--- src/rtl/wdt_pkg.sv ---
// Package: shared types and sizing helpers for the dual-window watchdog.
// Assumes: nothing beyond IEEE 1800-2017.
package wdt_pkg;

    // Run/hold phase of the watchdog sequencer.
    typedef enum logic {
        PH_RUN  = 1'b0,
        PH_HOLD = 1'b1
    } wdt_phase_e;

    // Larger of two unsigned values, used to size the shared counter.
    function automatic int unsigned umax(input int unsigned a, input int unsigned b);
        return (a > b) ? a : b;
    endfunction

endpackage

--- src/rtl/wdt_edge_sync.sv ---
// Module: brings the asynchronous watchdog line into the clock domain and
// flags any change of level (rising or falling) as a one-cycle pulse.
// Assumes: the line is held at its reset value (0) while rst_n is low.
module wdt_edge_sync (
    input  logic clk,
    input  logic rst_n,
    input  logic line_in,
    output logic edge_seen
);
    logic meta_q;
    logic sync_q;
    logic prev_q;

    // Two-flop synchronizer followed by a history flop for edge compare.
    always_ff @(posedge clk) begin
        if (!rst_n) begin
            meta_q <= 1'b0;
            sync_q <= 1'b0;
            prev_q <= 1'b0;
        end else begin
            meta_q <= line_in;
            sync_q <= meta_q;
            prev_q <= sync_q;
        end
    end

    // Any difference between current and previous synchronized level is an edge.
    always_comb edge_seen = sync_q ^ prev_q;

endmodule

--- src/rtl/wdt_window.sv ---
// Module: remembers which timeout window is active and presents its length.
// Long after reset or any expiry; short after the first qualified service edge.
// Assumes: svc is already qualified (running phase, watchdog enabled).
module wdt_window #(
    parameter int unsigned LONG_TICKS  = 1000,
    parameter int unsigned SHORT_TICKS = 70,
    parameter int unsigned CW          = 10,
    parameter bit          FIXED_LONG  = 1'b0
) (
    input  logic          clk,
    input  logic          rst_n,
    input  logic          svc,
    input  logic          expire,
    input  logic          in_hold,
    output logic          use_long,
    output logic [CW-1:0] limit
);
    // Window flag: expiry forces long, service selects short unless fixed-long.
    always_ff @(posedge clk) begin
        if (!rst_n) begin
            use_long <= 1'b1;
        end else if (expire) begin
            use_long <= 1'b1;
        end else if (svc) begin
            use_long <= FIXED_LONG;
        end
    end

    // Present the active window length in ticks.
    always_comb limit = use_long ? CW'(LONG_TICKS) : CW'(SHORT_TICKS);

    // the long window persists throughout a reset pulse whatever the line does.
    p_hold_keeps_long_r7: assert property (@(posedge clk) disable iff (!rst_n)
        in_hold |=> use_long);

    generate
        if (FIXED_LONG) begin : g_fixed
            // fixed-long mode never leaves the long window.
            p_fixed_long_r11: assert property (@(posedge clk) disable iff (!rst_n)
                svc |=> use_long);
        end
    endgenerate

endmodule

--- src/rtl/wdt_sequencer.sv ---
// Module: the run/hold state machine with one shared tick counter.
// In run it counts ticks toward the window limit; in hold it times the
// reset pulse. Service or a disabled watchdog clears the count.
// Assumes: limit >= 1 and PULSE_TICKS >= 2.
module wdt_sequencer
    import wdt_pkg::*;
#(
    parameter int unsigned PULSE_TICKS = 35,
    parameter int unsigned CW          = 10
) (
    input  logic          clk,
    input  logic          rst_n,
    input  logic          tick,
    input  logic          enabled,
    input  logic          svc,
    input  logic [CW-1:0] limit,
    output logic          in_hold,
    output logic          expire
);
    localparam logic [CW-1:0] PULSE_LAST = CW'(PULSE_TICKS - 1);

    wdt_phase_e    phase_q;
    logic [CW-1:0] cnt_q;
    logic          pulse_done;

    // Expiry: last tick of the window while running, enabled and unserviced.
    always_comb begin
        expire     = (phase_q == PH_RUN) && enabled && !svc && tick
                     && (cnt_q >= limit - CW'(1));
        pulse_done = (phase_q == PH_HOLD) && tick && (cnt_q >= PULSE_LAST);
        in_hold    = (phase_q == PH_HOLD);
    end

    // Phase and counter update.
    always_ff @(posedge clk) begin
        if (!rst_n) begin
            phase_q <= PH_RUN;
            cnt_q   <= '0;
        end else begin
            unique case (phase_q)
                PH_RUN: begin
                    if (!enabled || svc) begin
                        cnt_q <= '0;
                    end else if (expire) begin
                        phase_q <= PH_HOLD;
                        cnt_q   <= '0;
                    end else if (tick) begin
                        cnt_q <= cnt_q + CW'(1);
                    end
                end
                PH_HOLD: begin
                    if (pulse_done) begin
                        phase_q <= PH_RUN;
                        cnt_q   <= '0;
                    end else if (tick) begin
                        cnt_q <= cnt_q + CW'(1);
                    end
                end
                default: begin
                    phase_q <= PH_RUN;
                    cnt_q   <= '0;
                end
            endcase
        end
    end

    // the running count never reaches the window length.
    p_count_bound_r2: assert property (@(posedge clk) disable iff (!rst_n)
        (phase_q == PH_RUN) |-> (cnt_q < limit));

    // a pulse cannot end before its last tick.
    p_pulse_min_r3: assert property (@(posedge clk) disable iff (!rst_n)
        ((phase_q == PH_HOLD) && (cnt_q < PULSE_LAST)) |=> (phase_q == PH_HOLD));

    // leaving hold always starts the run count from zero.
    p_release_zero_r4: assert property (@(posedge clk) disable iff (!rst_n)
        ((phase_q == PH_RUN) && ($past(phase_q) == PH_HOLD)) |-> (cnt_q == '0));

    // a disabled watchdog stays running with a cleared count.
    p_disabled_idle_r8: assert property (@(posedge clk) disable iff (!rst_n)
        ((phase_q == PH_RUN) && !enabled) |=> ((phase_q == PH_RUN) && (cnt_q == '0)));

    // without a tick the running count does not move.
    p_tick_gate_r10: assert property (@(posedge clk) disable iff (!rst_n)
        ((phase_q == PH_RUN) && enabled && !svc && !tick) |=> $stable(cnt_q));

endmodule

--- src/rtl/wdt_dual_window.sv ---
// Module: top of the dual-window watchdog reset generator.
// Ties the line synchronizer, window selector and sequencer together and
// drives the active-low supervisory reset.
// Assumes: tick_ms is a single-cycle strobe in the clk domain.
module wdt_dual_window
    import wdt_pkg::*;
#(
    parameter int unsigned LONG_TICKS  = 1000,
    parameter int unsigned SHORT_TICKS = 70,
    parameter int unsigned PULSE_TICKS = 35,
    parameter bit          FIXED_LONG  = 1'b0
) (
    input  logic clk,
    input  logic rst_n,
    input  logic tick_ms,
    input  logic wdi_raw,
    input  logic wd_en,
    input  logic pwr_good,
    output logic sup_rst_n
);
    localparam int unsigned CW = $clog2(umax(umax(LONG_TICKS, SHORT_TICKS), PULSE_TICKS) + 1);

    logic          line_edge;
    logic          enabled;
    logic          svc;
    logic          in_hold;
    logic          expire;
    logic          use_long;
    logic [CW-1:0] limit;

    // Qualify service: only while running and enabled.
    always_comb begin
        enabled   = wd_en && pwr_good;
        svc       = line_edge && enabled && !in_hold;
        sup_rst_n = !in_hold;
    end

    wdt_edge_sync u_sync (
        .clk       (clk),
        .rst_n     (rst_n),
        .line_in   (wdi_raw),
        .edge_seen (line_edge)
    );

    wdt_window #(
        .LONG_TICKS  (LONG_TICKS),
        .SHORT_TICKS (SHORT_TICKS),
        .CW          (CW),
        .FIXED_LONG  (FIXED_LONG)
    ) u_window (
        .clk      (clk),
        .rst_n    (rst_n),
        .svc      (svc),
        .expire   (expire),
        .in_hold  (in_hold),
        .use_long (use_long),
        .limit    (limit)
    );

    wdt_sequencer #(
        .PULSE_TICKS (PULSE_TICKS),
        .CW          (CW)
    ) u_seq (
        .clk     (clk),
        .rst_n   (rst_n),
        .tick    (tick_ms),
        .enabled (enabled),
        .svc     (svc),
        .limit   (limit),
        .in_hold (in_hold),
        .expire  (expire)
    );

    // after a system reset cycle the output is released.
    p_reset_state_r1: assert property (@(posedge clk)
        !rst_n |=> sup_rst_n);

    // low supply blocks any new pulse from starting.
    p_power_block_r9: assert property (@(posedge clk) disable iff (!rst_n)
        (sup_rst_n && !pwr_good) |=> sup_rst_n);

endmodule

--- config.mk ---
export PLATFORM = sky130hd
export DESIGN_NAME = wdt_dual_window
export DESIGN_NICKNAME = d
export VERILOG_FILES = /design/src/rtl/wdt_pkg.sv /design/src/rtl/wdt_edge_sync.sv /design/src/rtl/wdt_window.sv /design/src/rtl/wdt_sequencer.sv /design/src/rtl/wdt_dual_window.sv
export SDC_FILE = /design/constraint.sdc
export NUM_CORES = 1
export LEC_CHECK = 0
export BUFFER_PORTS_ARGS = -buffer_cell sky130_fd_sc_hd__buf_2
export CORE_UTILIZATION = 45
export DETAILED_ROUTE_END_ITERATION = 6
export PLACE_DENSITY = 0.6
export SYNTH_ARGS = -nofsm -noshare
export SYNTH_HDL_FRONTEND = slang
export SYNTH_SLANG_ARGS = --single-unit
--- constraint.sdc ---
create_clock -name clk -period 2.1 [get_ports clk]
set_clock_uncertainty 0.05 [all_clocks]
set_input_delay 0.315 -clock clk [delete_from_list [all_inputs] [get_ports clk]]
set_output_delay 0.315 -clock clk [all_outputs]
set_load 0.02 [all_outputs]
==> flow_summary.ini <==
[global_route]
grtUsageMet1_pct = 23.63
grt_usage_pct = 19.58
antenna_found_initial = 0
busiest_layer = met2
grt_pass1_wl_um = 2904
grt-ovfl-total = 0
grtUsageMet3_pct = 2.381
met2_usage_pct = 33.43
grt_max_degree = 11
grt_pass1_vias = 671

[detailed_routing]
drc = 0
via_count = 698
routedWlPerCell_um = 13.25
drtIter0Drc = 7
drt_pass1_iterations = 4
postRouteWirelength_um = 1669
viasPerCell = 5.540
ant_nets = 0

[synthesis]
synthTopCellsByArea = dfxtp_1 35%, ha_1 10%, a211oi_1 7.8%
synth_compound_area_share_pct = 23.44
syn_nets = 102
synth_top_family_by_area = compound AO/OA/AOI/OAI gates
synth-seq-cells = 15
synthMuxAreaShare_pct = 0
postSynthAreaPerCell_um2 = 9.714
synth_top_area_share_pct = 34.73
synth-seq-area-share_pct = 34.73
yosys_warnings = 0
ys_types = 29
netlist_instances = 89
synth_top_area_cell = dfxtp_1
synth-xor-area-share_pct = 10.13
synth.cell_area_um2 = 864.6
synth-simple-area-share_pct = 15.92
synthAdderAreaFrac_pct = 10.13

[layout]
drive_gt1_share_pct = 16.83
diodes = 0
fin_nets = 115
area_growth_pct = 11.00

[cts]
cts_buffer_depth = 2
cts_root_buffer = clkbuf_4
insertion_delay_ps = 280
tritoncts = yes
cts_setup_buffers = 0
ctsResizeCount = 0
clock_sinks = 15
cts_buffers = 3
clk_pin_slew_ps = 90
cts-htree-levels = 1
ctsHoldBuffers = 0

[worst_setup_path]
path_cells = ha_1 -> or4_4 -> o21ai_4 -> a32oi_4 -> a211oi_1
crit_buf_inv = 0
worst_path_max_delay_cell = or4_4
max_stage_delay_ps = 540
crit_type = register to register
critPathMaxFanout = 10
end_kind = register
cp-start-kind = register
r2r_start = u_seq.cnt_q[1]$_SDFF_PN0_
startpoint = u_seq.cnt_q[1]$_SDFF_PN0_
reg2reg_setup_slack_ps = 170
crit_arrival_ps = 2080
crit_required_ps = 2250
cp_top_family = compound AO/OA/AOI/OAI gates

[placed_design]
placement.io_buffers = 6
post-place-ws_ps = 151.9
hpwl_um = 1248
gp_congestion = 0.7621

[min_path]
hold_class = primary input to register
hp-start = wdi_raw

[floorplan]
ioPinCount = 7
initial_core_util_pct = 49.01
dieArea_um2 = 2100
die_w_um = 45.83
core_um2 = 1764
die_y_um = 45.83
rows = 15

[run_status]
status = finished clean

[power_and_ir_drop]
p_per_area_nw_per_um2 = 522.2
p_leak_nw = 0.3636
ir_drop_mv = 0.4282

[timing]
period_share_pct = 92.12
setup_viol = 0
max_freq_mhz = 516.9
drv_slew = 0
hold_viol = 0
min_period_ps = 1935
tns_ps = 0
worst_slack_ps = 165.4
tightest_slew_ps = 409.6
timing.slew.headroom_pct = 72.47
rsz0062_at_grt = false

[run]
cap_violations = 0
[registers in the layout, indices dropped and copies added (netlist names)]
signal / cells
u_window.use_long: 1
u_sync.meta_q: 1
u_sync.prev_q: 1
u_sync.sync_q: 1
u_seq.in_hold: 1
u_seq.cnt_q: 10
[stage by stage]
step	instances	hold WS, ps	util [%]	power (W)	instance area, um2
final	126	182.2	54.40	0.0005011	959.7
after global routing	126	190.2	54.40	0.0005238	959.7
after CTS	126	174.6	54.40	0.0005101	959.7
after detailed placement	122	376.8	52.91	0.0003414	933.4
after global placement	122	364.7	52.91	0.0003398	933.4
after floorplan	89	343.6	-	0.0003263	864.6
[cell usage in the layout, fill, tap and decap left out, types with 2 or more instances in the layout]
master,instances
dfxtp_1,15
a211oi_1,9
ha_1,7
inv_1,6
xnor2_1,6
buf_2,6
xor2_1,4
nand4_1,4
nor2_1,4
nand2_1,4
buf_4,4
a21oi_1,3
and2_1,3
nand3_1,3
clkbuf_4,3
a21o_1,2
o21a_1,2
o211ai_1,2
[layer usage]
| metal | vias to the layer above | routed length (um) |
|---|---|---|
| met4 | 0 | 27 |
| met2 | 6 | 789 |
| met1 | 337 | 828 |
| met5 | - | 0 |
| li1 | 351 | - |
| met3 | 4 | 24 |
[worst paths after layout]
kind / depth (start not counted) / to
min: 2 / u_sync.meta_q$_SDFF_PN0_
max reg2reg: 5 / u_seq.cnt_q[0]$_SDFF_PN0_
min reg2reg: 1 / u_sync.sync_q$_SDFF_PN0_
max: 5 / u_seq.cnt_q[0]$_SDFF_PN0_
[where the power goes]
group / internal [W] / leakage [nW] / switching (W) / total [W]
combinational: 0.0000174 / 0.227 / 0.0000261 / 0.0000435
clock: 0.0000738 / 0.0150 / 0.0000930 / 0.000167
sequential: 0.000289 / 0.122 / 0.00000228 / 0.000291
[layout make-up]
type                       instances  area, um2
timing repair buffer              10      60.06
tap                               25      31.28
fill                             174      804.5
clock buffer                       4      26.28
inverter                           7      26.28
sequential                        15      300.3
multi-input combinational         65      515.5
[kinds of logic (layout without fill, tap and decap cells)]
logic type	count (synthesis)	count (layout)
AOI/OAI and AO/OA	24	24
and+or+nand+nor	24	24
DFF	15	15
xor gates and xnor gates	10	10
buffers and inverters	9	21
adders and majority gates	7	7
[cells in the mapped netlist]
cell type	n
dfxtp_1	15
a211oi_1	9
ha_1	7
inv_1	6
xnor2_1	6
nand2_1	4
nand4_1	4
nor2_1	4
xor2_1	4
a21oi_1	3
and2_1	3
nand3_1	3
a21o_1	2
buf_6	2
o211ai_1	2
o21a_1	2
a311oi_1	1
a32oi_4	1
clkinv_1	1
nand3b_1	1
nor2b_1	1
nor3_1	1
nor4_1	1
nor4_2	1
o21ai_0	1
o21ai_4	1
o221ai_1	1
o32ai_1	1
or4_4	1
Power figures use the tool's default switching activity.
